### src/rtl/mcu_pkg.sv
package mcu_pkg;

    localparam int unsigned IW     = 16;
    localparam int unsigned OPC_W  = 3;
    localparam int unsigned RIDX_W = 3;
    localparam int unsigned FN_W   = 4;
    localparam int unsigned OFF_W  = 7;
    localparam int unsigned TGT_W  = 13;
    localparam int unsigned AOP_W  = 3;

    localparam int unsigned OPC_LSB = IW - OPC_W;
    localparam int unsigned RS_LSB  = OPC_LSB - RIDX_W;
    localparam int unsigned RT_LSB  = RS_LSB - RIDX_W;
    localparam int unsigned RD_LSB  = RT_LSB - RIDX_W;
    localparam int unsigned FN_MAX  = 4;

    typedef enum logic [3:0] {
        ST_INIT,
        ST_FETCH,
        ST_DECODE,
        ST_EX_RR,
        ST_EX_LDA,
        ST_EX_LDW,
        ST_EX_ST,
        ST_EX_BR,
        ST_EX_JMP,
        ST_EX_NOP,
        ST_HALT
    } state_e;

    typedef enum logic [OPC_W-1:0] {
        CL_RR   = 3'd0,
        CL_LD   = 3'd1,
        CL_ST   = 3'd2,
        CL_BR   = 3'd3,
        CL_IMM  = 3'd4,
        CL_JMP  = 3'd5,
        CL_NOP  = 3'd6,
        CL_HALT = 3'd7
    } iclass_e;

    typedef enum logic [AOP_W-1:0] {
        ALU_ADD = 3'd0,
        ALU_SUB = 3'd1,
        ALU_AND = 3'd2,
        ALU_OR  = 3'd3,
        ALU_SLT = 3'd4
    } alu_op_e;

    typedef struct packed {
        iclass_e             cls;
        logic [RIDX_W-1:0]   rs;
        logic [RIDX_W-1:0]   rt;
        logic [RIDX_W-1:0]   rd;
        logic                fn_ok;
        alu_op_e             fn_op;
        logic [IW-1:0]       imm;
        logic [IW-1:0]       target;
    } dec_t;

    typedef struct packed {
        logic                ir_load;
        logic                rf_we;
        logic                rf_wsel_mem;
        logic [RIDX_W-1:0]   rf_wa;
        alu_op_e             alu_op;
        logic                alu_bsel_imm;
        logic                dmem_rd;
        logic                dmem_wr;
        logic                pc_inc;
        logic                pc_br;
        logic                pc_jmp;
        logic                halted;
    } ctl_t;

endpackage

### src/rtl/mcu_decode.sv
module mcu_decode
    import mcu_pkg::*;
(
    input  logic [IW-1:0] ir,
    output dec_t          dec
);

    logic [FN_W-1:0] fn;

    always_comb begin
        fn         = ir[FN_W-1:0];
        dec.cls    = iclass_e'(ir[IW-1 -: OPC_W]);
        dec.rs     = ir[RS_LSB +: RIDX_W];
        dec.rt     = ir[RT_LSB +: RIDX_W];
        dec.rd     = ir[RD_LSB +: RIDX_W];
        dec.fn_ok  = (fn <= FN_W'(FN_MAX));
        dec.fn_op  = dec.fn_ok ? alu_op_e'(fn[AOP_W-1:0]) : ALU_ADD;
        dec.imm    = {{(IW-OFF_W){ir[OFF_W-1]}}, ir[OFF_W-1:0]};
        dec.target = {{(IW-TGT_W){1'b0}}, ir[TGT_W-1:0]};
    end

endmodule

### src/rtl/mcu_seq.sv
module mcu_seq
    import mcu_pkg::*;
(
    input  logic              clk,
    input  logic              rst_n,
    input  iclass_e           cls,
    input  logic              fn_ok,
    input  alu_op_e           fn_op,
    input  logic [RIDX_W-1:0] rt,
    input  logic [RIDX_W-1:0] rd,
    input  logic              alu_zero,
    output state_e            state,
    output ctl_t              ctl
);

    typedef struct packed {
        state_e state;
    } seq_t;

    seq_t s_d, s_q;

    always_comb begin
        s_d = s_q;
        unique case (s_q.state)
            ST_INIT:   s_d.state = ST_FETCH;
            ST_FETCH:  s_d.state = ST_DECODE;
            ST_DECODE: begin
                unique case (cls)
                    CL_RR, CL_IMM: s_d.state = ST_EX_RR;
                    CL_LD:         s_d.state = ST_EX_LDA;
                    CL_ST:         s_d.state = ST_EX_ST;
                    CL_BR:         s_d.state = ST_EX_BR;
                    CL_JMP:        s_d.state = ST_EX_JMP;
                    CL_NOP:        s_d.state = ST_EX_NOP;
                    CL_HALT:       s_d.state = ST_HALT;
                    default:       s_d.state = ST_HALT;
                endcase
            end
            ST_EX_LDA: s_d.state = ST_EX_LDW;
            ST_HALT:   s_d.state = ST_HALT;
            default:   s_d.state = ST_FETCH;
        endcase
    end

    always_ff @(posedge clk) begin
        if (!rst_n) begin
            s_q.state <= ST_INIT;
        end else begin
            s_q <= s_d;
        end
    end

    always_comb begin
        ctl              = '0;
        ctl.alu_op       = ALU_ADD;
        ctl.rf_wa        = rt;
        unique case (s_q.state)
            ST_FETCH: ctl.ir_load = 1'b1;
            ST_EX_RR: begin
                ctl.alu_op       = (cls == CL_RR) ? fn_op : ALU_ADD;
                ctl.alu_bsel_imm = (cls == CL_IMM);
                ctl.rf_we        = (cls == CL_IMM) || fn_ok;
                ctl.rf_wa        = (cls == CL_RR) ? rd : rt;
                ctl.pc_inc       = 1'b1;
            end
            ST_EX_LDA: begin
                ctl.alu_bsel_imm = 1'b1;
                ctl.dmem_rd      = 1'b1;
            end
            ST_EX_LDW: begin
                ctl.alu_bsel_imm = 1'b1;
                ctl.rf_we        = 1'b1;
                ctl.rf_wsel_mem  = 1'b1;
                ctl.pc_inc       = 1'b1;
            end
            ST_EX_ST: begin
                ctl.alu_bsel_imm = 1'b1;
                ctl.dmem_wr      = 1'b1;
                ctl.pc_inc       = 1'b1;
            end
            ST_EX_BR: begin
                ctl.alu_op = ALU_SUB;
                ctl.pc_br  = alu_zero;
                ctl.pc_inc = !alu_zero;
            end
            ST_EX_JMP: ctl.pc_jmp = 1'b1;
            ST_EX_NOP: ctl.pc_inc = 1'b1;
            ST_HALT:   ctl.halted = 1'b1;
            default:   ctl.ir_load = 1'b0;
        endcase
    end

    assign state = s_q.state;

    // the initialise state lasts exactly one cycle
    p_init_to_fetch_r1: assert property (@(posedge clk) disable iff (!rst_n)
        (s_q.state == ST_INIT) |=> (s_q.state == ST_FETCH));

    // address phase of a load is always followed by its write-back phase
    p_ld_two_step_r6: assert property (@(posedge clk) disable iff (!rst_n)
        (s_q.state == ST_EX_LDA) |=> (s_q.state == ST_EX_LDW));

    // only reset leaves the halt state
    p_halt_sticky_r11: assert property (@(posedge clk) disable iff (!rst_n)
        ctl.halted |=> ctl.halted);

    // write enable never lasts two cycles
    p_we_once_r12: assert property (@(posedge clk) disable iff (!rst_n)
        ctl.rf_we |=> !ctl.rf_we);

    // data memory strobes exclusive
    p_mem_excl_r12: assert property (@(posedge clk) disable iff (!rst_n)
        !(ctl.dmem_rd && ctl.dmem_wr));

endmodule

### src/rtl/mcu_pcir.sv
module mcu_pcir
    import mcu_pkg::*;
(
    input  logic          clk,
    input  logic          rst_n,
    input  logic          ir_load,
    input  logic [IW-1:0] imem_rdata,
    input  logic          pc_inc,
    input  logic          pc_br,
    input  logic          pc_jmp,
    input  logic [IW-1:0] imm,
    input  logic [IW-1:0] target,
    output logic [IW-1:0] pc,
    output logic [IW-1:0] ir
);

    typedef struct packed {
        logic [IW-1:0] pc;
        logic [IW-1:0] ir;
    } pcir_t;

    pcir_t r_d, r_q;

    always_comb begin
        r_d = r_q;
        if (ir_load) begin
            r_d.ir = imem_rdata;
        end
        if (pc_jmp) begin
            r_d.pc = target;
        end else if (pc_br) begin
            r_d.pc = r_q.pc + imm;
        end else if (pc_inc) begin
            r_d.pc = r_q.pc + IW'(1);
        end
    end

    always_ff @(posedge clk) begin
        if (!rst_n) begin
            r_q <= '0;
        end else begin
            r_q <= r_d;
        end
    end

    assign pc = r_q.pc;
    assign ir = r_q.ir;

    // at most one PC source per cycle
    p_pc_one_src_r2: assert property (@(posedge clk) disable iff (!rst_n)
        $onehot0({pc_inc, pc_br, pc_jmp}));

    // jump lands on the target field
    p_jmp_target_r9: assert property (@(posedge clk) disable iff (!rst_n)
        pc_jmp |=> (pc == $past(target)));

endmodule

### src/rtl/mcu_ctrl.sv
module mcu_ctrl
    import mcu_pkg::*;
(
    input  logic              clk,
    input  logic              rst_n,
    output logic [IW-1:0]     imem_addr,
    input  logic [IW-1:0]     imem_rdata,
    output logic [RIDX_W-1:0] rf_ra,
    output logic [RIDX_W-1:0] rf_rb,
    output logic [RIDX_W-1:0] rf_wa,
    output logic              rf_we,
    output logic              rf_wsel_mem,
    output logic [AOP_W-1:0]  alu_op,
    output logic              alu_bsel_imm,
    output logic [IW-1:0]     imm,
    input  logic              alu_zero,
    output logic              dmem_rd,
    output logic              dmem_wr,
    output logic              pc_inc,
    output logic              pc_load,
    output logic              halted
);

    logic [IW-1:0] ir;
    logic [IW-1:0] pc;
    dec_t          dec;
    ctl_t          ctl;
    state_e        state;

    mcu_decode u_decode (
        .ir  (ir),
        .dec (dec)
    );

    mcu_seq u_seq (
        .clk      (clk),
        .rst_n    (rst_n),
        .cls      (dec.cls),
        .fn_ok    (dec.fn_ok),
        .fn_op    (dec.fn_op),
        .rt       (dec.rt),
        .rd       (dec.rd),
        .alu_zero (alu_zero),
        .state    (state),
        .ctl      (ctl)
    );

    mcu_pcir u_pcir (
        .clk        (clk),
        .rst_n      (rst_n),
        .ir_load    (ctl.ir_load),
        .imem_rdata (imem_rdata),
        .pc_inc     (ctl.pc_inc),
        .pc_br      (ctl.pc_br),
        .pc_jmp     (ctl.pc_jmp),
        .imm        (dec.imm),
        .target     (dec.target),
        .pc         (pc),
        .ir         (ir)
    );

    assign imem_addr    = pc;
    assign rf_ra        = dec.rs;
    assign rf_rb        = dec.rt;
    assign rf_wa        = ctl.rf_wa;
    assign rf_we        = ctl.rf_we;
    assign rf_wsel_mem  = ctl.rf_wsel_mem;
    assign alu_op       = ctl.alu_op;
    assign alu_bsel_imm = ctl.alu_bsel_imm;
    assign imm          = dec.imm;
    assign dmem_rd      = ctl.dmem_rd;
    assign dmem_wr      = ctl.dmem_wr;
    assign pc_inc       = ctl.pc_inc;
    assign pc_load      = ctl.pc_br | ctl.pc_jmp;
    assign halted       = ctl.halted;

    // instruction register holds outside the fetch cycle
    p_ir_hold_r2: assert property (@(posedge clk) disable iff (!rst_n)
        (state != ST_FETCH) |=> $stable(ir));

    // an unequal compare falls through to the next word
    p_br_fall_r8: assert property (@(posedge clk) disable iff (!rst_n)
        (state == ST_EX_BR && !alu_zero) |=> (imem_addr == $past(imem_addr) + IW'(1)));

    // PC frozen while halted
    p_halt_pc_r11: assert property (@(posedge clk) disable iff (!rst_n)
        halted |=> $stable(imem_addr));

endmodule

### config.mk
export PLATFORM = sky130hd
export DESIGN_NAME = mcu_ctrl
export DESIGN_NICKNAME = d
export VERILOG_FILES = /design/src/rtl/mcu_pkg.sv /design/src/rtl/mcu_decode.sv /design/src/rtl/mcu_seq.sv /design/src/rtl/mcu_pcir.sv /design/src/rtl/mcu_ctrl.sv
export SDC_FILE = /design/constraint.sdc
export NUM_CORES = 1
export LEC_CHECK = 0
export BUFFER_PORTS_ARGS = -buffer_cell sky130_fd_sc_hd__buf_2
export CAP_MARGIN = 20
export CORE_ASPECT_RATIO = 1.75
export CORE_MARGIN = 8
export CORE_UTILIZATION = 39
export CTS_CLUSTER_DIAMETER = 30
export DETAILED_ROUTE_END_ITERATION = 10
export SYNTH_ARGS = -nofsm -noshare
export SYNTH_HDL_FRONTEND = slang
export SYNTH_SLANG_ARGS = --single-unit
### constraint.sdc
create_clock -name clk -period 5.9 [get_ports clk]
set_clock_uncertainty 0.1 [all_clocks]
set_input_delay 1.18 -clock clk [delete_from_list [all_inputs] [get_ports clk]]
set_output_delay 1.18 -clock clk [all_outputs]
set_load 0.005 [all_outputs]
== Word level (Yosys, flattened, before mapping) ==
Memories as Yosys holds them, arrays and structs flattened. A register that Yosys moved wholly into a read port is not among the register bits.
Cells that the tools add are included.
Cells by class
  $add $sub $neg: 2
  magnitude comparators: 1
  equality and inequality tests: 11
  multiplexer cells: 21
  bitwise operators: 2
  reductions and logical operators: 8
Operator list (count)
  16-bit two-way mux: 2
  3-bit two-way mux: 6
  16-bit by 1-bit adder with 16-bit output (second input constant): 1
  16-bit adder: 1
  4-bit by 3-bit equality test with 1-bit output (second input constant): 4
  4-bit case mux with 4 select lines: 1
  13-bit two-way mux: 1
  4-bit equality test (second input constant): 3
  4-bit by 2-bit equality test with 1-bit output (second input constant): 2
  1-bit two-way mux: 7
  1-bit case mux with 2 select lines: 3
  3-bit case mux with 2 select lines: 1
  4-bit by 1-bit equality test with 1-bit output (second input constant): 1
  4-bit by 3-bit less-or-equal comparator with 1-bit output (second input constant): 1
  4-bit OR reduction: 1
  3-bit equality test (second input constant): 1
  3-bit logical NOT: 1
  3-bit nonzero test: 1
  3-bit OR reduction: 1
  2-bit nonzero test: 1
  2-bit OR reduction: 1
  1-bit logical NOT: 1
  1-bit logical OR: 1
  1-bit NOT: 1
  1-bit OR: 1
Storage, ports and cells
  register bits: 36
  bits in read-only memories: 32
  bits of input ports: 19
  output and inout bits: 52
  logic and storage cells: 50
  memories kept: 1
Memories
  (name not given): depth 8, width 4, read ports 1, clocked after Yosys merged registers in 1, wr ports 0, line mcu_seq.sv:28  | unique case (cls)

== Depth between registers and ports, before layout ==
  depth after elaboration: 6
  depth in mapped cells: 14

== Modules after synthesis ==
From an unflattened synthesis, not the netlist that was laid out.
Unflattened totals
  cell total of the unflattened synthesis: 380
  area total of the unflattened synthesis: 3002.9 µm²
By module, submodules not included
  mcu_pcir: instances 1, cells each 266, area each 2143.3 µm²
  mcu_seq: instances 1, cells each 63, area each 480.5 µm²
  mcu_decode: instances 1, cells each 50, area each 372.9 µm²
  mcu_ctrl: instances 1, cells each 1, area each 6.3 µm²

== Least setup slack after synthesis ==
OpenSTA, ideal clock, no wires.
  kind: input -> register
  from: input alu_zero
  to: register u_pcir.r_q, in the netlist u_pcir.pc[12]
  data arrival time: 3261 ps
  slack: 2477 ps
  stages: 10
  buffers on the path: 0
  cells stage by stage: and2_1 nand2b_1 ha_1 fa_1 a211oi_1 o21bai_1 a21oi_2 nor2_1 or4_1 nand3_1
On the way
  word-level cells in the longest chain between the ends: 3
Ends and longest elaborated chain
  start: declaration: line mcu_ctrl.sv:16  | input logic alu_zero,
  1-bit logical NOT or 1-bit two-way mux (tied branches): line mcu_seq.sv:84, mcu_seq.sv:57
  1-bit case mux with 2 select lines or 16-bit two-way mux (tied branches): line mcu_seq.sv:57, mcu_pcir.sv:31
  3-bit nonzero test (no source line) or 13-bit two-way mux (tied branches)
  end signal: assignment: line mcu_pcir.sv:42  | r_q <= r_d;
  end: declaration: line mcu_pcir.sv:22  | pcir_t r_d, r_q;
Parallel ways exist; a longest one is shown, timed or not.
A chain may end at the register's enable or synchronous reset.

== Final worst setup path ==
  from: register, netlist name u_seq.state[2]
  to: register u_pcir.r_q, in the netlist u_pcir.pc[12]
On the way
  word-level cells in the longest chain between the ends: 4
Ends and longest elaborated chain
  4-bit equality test, or another cell as far along: line mcu_seq.sv:57  | unique case (s_q.state)
  4-bit OR reduction (no source line) or 1-bit two-way mux (tied branches)
  1-bit case mux with 2 select lines or 16-bit two-way mux (tied branches): line mcu_seq.sv:57, mcu_pcir.sv:31
  3-bit nonzero test (no source line) or 13-bit two-way mux (tied branches)
Parallel ways exist; a longest one is shown, timed or not.

==> impl_metrics.yaml <==
route:
  wire_per_inst_um: 16.3
  firstDrtPassIters: 4
  vias_per_cell: 5.39
  drt_iter0_markers: 159
  num_vias: 2488
  drt.antenna.violating_nets: 0
  post-route-drc-count: 0
  routed_wl_um: 7530
pwr:
  intPower_uw: 525
  p_sw_uw: 189
  p_leak_nw: 1.43
  netSwitchingFraction_pct: 26.4
  power_frac_clock_pct: 43.4
  power_density_nw_per_um2: 234
  power_uw: 714
  ir_drop_mv: 0.137
  p_seq_share_pct: 43.0
  power_frac_comb_pct: 13.6
place:
  dpl_worst_slack_ps: 2080
  place_inst: 454
  port_buffers: 70
  gp_congestion: 0.878
  dpl.hpwl_um: 5710
finish:
  nFillCells: 722
  mostFrequentLayoutCell: "buf_2"
  final_cell_mix: "70 x buf_2, 44 x nand2_1, 40 x dfxtp_1, 28 x nor2_1, 27 x a21oi_1"
  nNetsFinal: 405
  final_util_pct: 45.2
  area_delta_synth_final_pct: 14.3
  final_cells: 462
  antennaDiodeCount: 0
  drive_above_1_share_pct: 24.1
setup_path:
  cp_common_cell: "nor2_1"
  reg2reg_depth: 12
  path_cells: "nand2_1, nor2_1, and2_1, nand2b_1, ha_1, fa_1, a211oi_1, o21bai_1, a21oi_2, nor2_1, or4_1, nand3_1"
  crit_type: "reg2reg"
  cp_max_fo: 13
  cp_slowest_stage_delay_ps: 610
  critPathCaptureType: "flip-flop"
  r2r_start: "u_seq.state[2]"
  critPathRequiredTime_ps: 6020
  r2r-end: "u_pcir.pc[12]"
  path_buf_inv: 0
  cp_top_family: "simple AND/OR/NAND/NOR gates"
  start_kind: "flip-flop"
  crit_arrival_ps: 3840
  r2r_setup_slack_ps: 2180
  cp_slowest_cell: "dfxtp_1"
clocking:
  post_cts_buffers: 0
  clkTransAtPathRegs_ps: 60
  ctsResizeCount: 0
  htreeDepth: 2
  cts_tree: "done"
  cts_root_buf: "clkbuf_16"
  ctsHoldBuffers: 0
  clk_latency_ps: 280
  cts_buffers: 5
  cts.sinks: 40
  cts_buffer_depth: 2
global_route:
  grt_start_max_net_pins: 25
  grt_pass1_vias: 2437
  grt_overflow_total: 0
  grtUsageTotal_pct: 15.3
  antenna_found_initial: 0
  grt_pass1_wl_um: 12300
hold_path:
  min_path_cells: 2
  hold_end: "u_pcir.ir[14]"
  worstHoldStart: "u_pcir.ir[14]"
  hold_class: "reg2reg"
sta:
  min_period_ps: 3720
  finalMaxSlewViolations: 0
  fin_ws_ps: 2180
  relSlewSlack_pct: 33.4
  tightest_slew_ps: 998
  finalSetupViolCount: 0
  hold_viol_final: 0
  fin_crit_sh_pct: 63.0
  max_freq_mhz: 269
  rsz0062_at_grt: "false"
  finalSetupTns_ps: 0
logic_synthesis:
  synth.distinct_cells: 60
  synth_ff_type: "dfxtp_1"
  ys_async_sr_fraction_pct: 0
  syn_area_sq_um: 2670
  yosysWarnings: 0
  ys_seq_area_share_pct: 29.9
  syn_inst: 339
  syn_avg_cell_area_sq_um: 7.89
  synth_nets: 367
  ys_seq_elements: 40
  synth_edf_count: 0
die:
  chipWidth_um: 78.6
  row_count: 40
  fp.dieH_um: 126
  core_area_sq_um: 6760
  dieArea_sq_um: 9870
  start_util_pct: 39.6
  boundaryPins: 71
run_status:
  status: "finished, final reports clean"
flow_run:
  maxCapViolCount: 0
==> per-layer routing <==
metal	up-vias	share of wire, %	track usage (%)	routed length [um]
met5	-	0	0	0
li1	1246	-	-	-
met2	43	55	28.6	4160
met4	0	2.1	6.04	155
met1	1190	39	15.8	2920
met3	9	3.9	2.87	293
==> cell families (layout without fill, tap and decap cells) <==
group,after synthesis,count (layout),synth area share (%)
flops,40,40,29.9
mux,15,15,5.76
xor+xnor,5,5,1.64
buf+inv,49,88,10.9
compound gates,76,76,18.4
fa+ha+maj,10,10,4.87
simple gates,144,144,28.5
==> cell type report <==
cell class	instances	area [sq um]	share of cell area (%)
tap	84	105	3.44
timing repair buffer	72	365	12.0
sequential	40	801	26.2
inverter	8	30.0	0.982
clock inverter	3	42.5	1.39
multi-input combinational	250	1590	51.9
clock buffer	5	125	4.09
==> worst max-delay path by stage <==
stage	startpoint	to	slack, ps	cells after the start
final	u_seq.state[2]	u_pcir.pc[12]	2180	12
after global routing	u_seq.state[2]	u_pcir.pc[12]	1880	12
after CTS	u_seq.state[2]	u_pcir.pc[12]	2210	12
after detailed placement	alu_zero	u_pcir.pc[12]	2080	11
after global placement	alu_zero	u_pcir.pc[12]	2130	11
after floorplan	alu_zero	u_pcir.pc[12]	2480	10
==> cell usage after synthesis, types with 4 or more instances <==
cell	count	area share, %
buf_4	25	7.0
and2_1	7	1.6
nand2b_1	6	1.4
nor2b_1	8	1.9
nor3_1	9	1.7
a21o_1	5	1.4
mux2i_1	12	4.5
a21oi_1	27	5.1
o21ai_0	10	1.9
inv_1	8	1.1
and3_1	10	2.3
nand3_1	6	1.1
nor2_1	28	3.9
ha_1	8	3.7
a21boi_0	5	1.4
dfxtp_1	40	30
nand2_1	44	6.2
a22oi_1	8	2.2
clkbuf_1	10	1.4
or3_1	4	0.94
==> tightest hold or removal path: cells and delay by family (launching register included) <==
kind / cells / cell delay (ps)
compound gates: 1 / 70
simple gates: 1 / 50
flops: 1 / 310
==> registers in the layout (all words and copies together) (netlist names), named ones only <==
register	flops
u_seq.state	4
u_pcir.pc	16
u_pcir.ir	16
==> per-stage QoR <==
stage,hold WS (ps),area [sq um]
3_5_place_dp,371,2890
5_1_grt,400,3060
3_3_place_gp,361,2890
2_1_floorplan,345,2670
6_report,377,3060
4_1_cts,380,3060
==> power groups by stage <==
stage	Combinational, mW	Sequential, mW	Clock, mW
after CTS	0.0996	0.307	0.319
final	0.0971	0.307	0.310
after global placement	0.0981	0.312	0
after global routing	0.109	0.309	0.332
after detailed placement	0.0992	0.313	0
after floorplan	0.0829	0.302	0
Power figures use the tool's default switching activity.
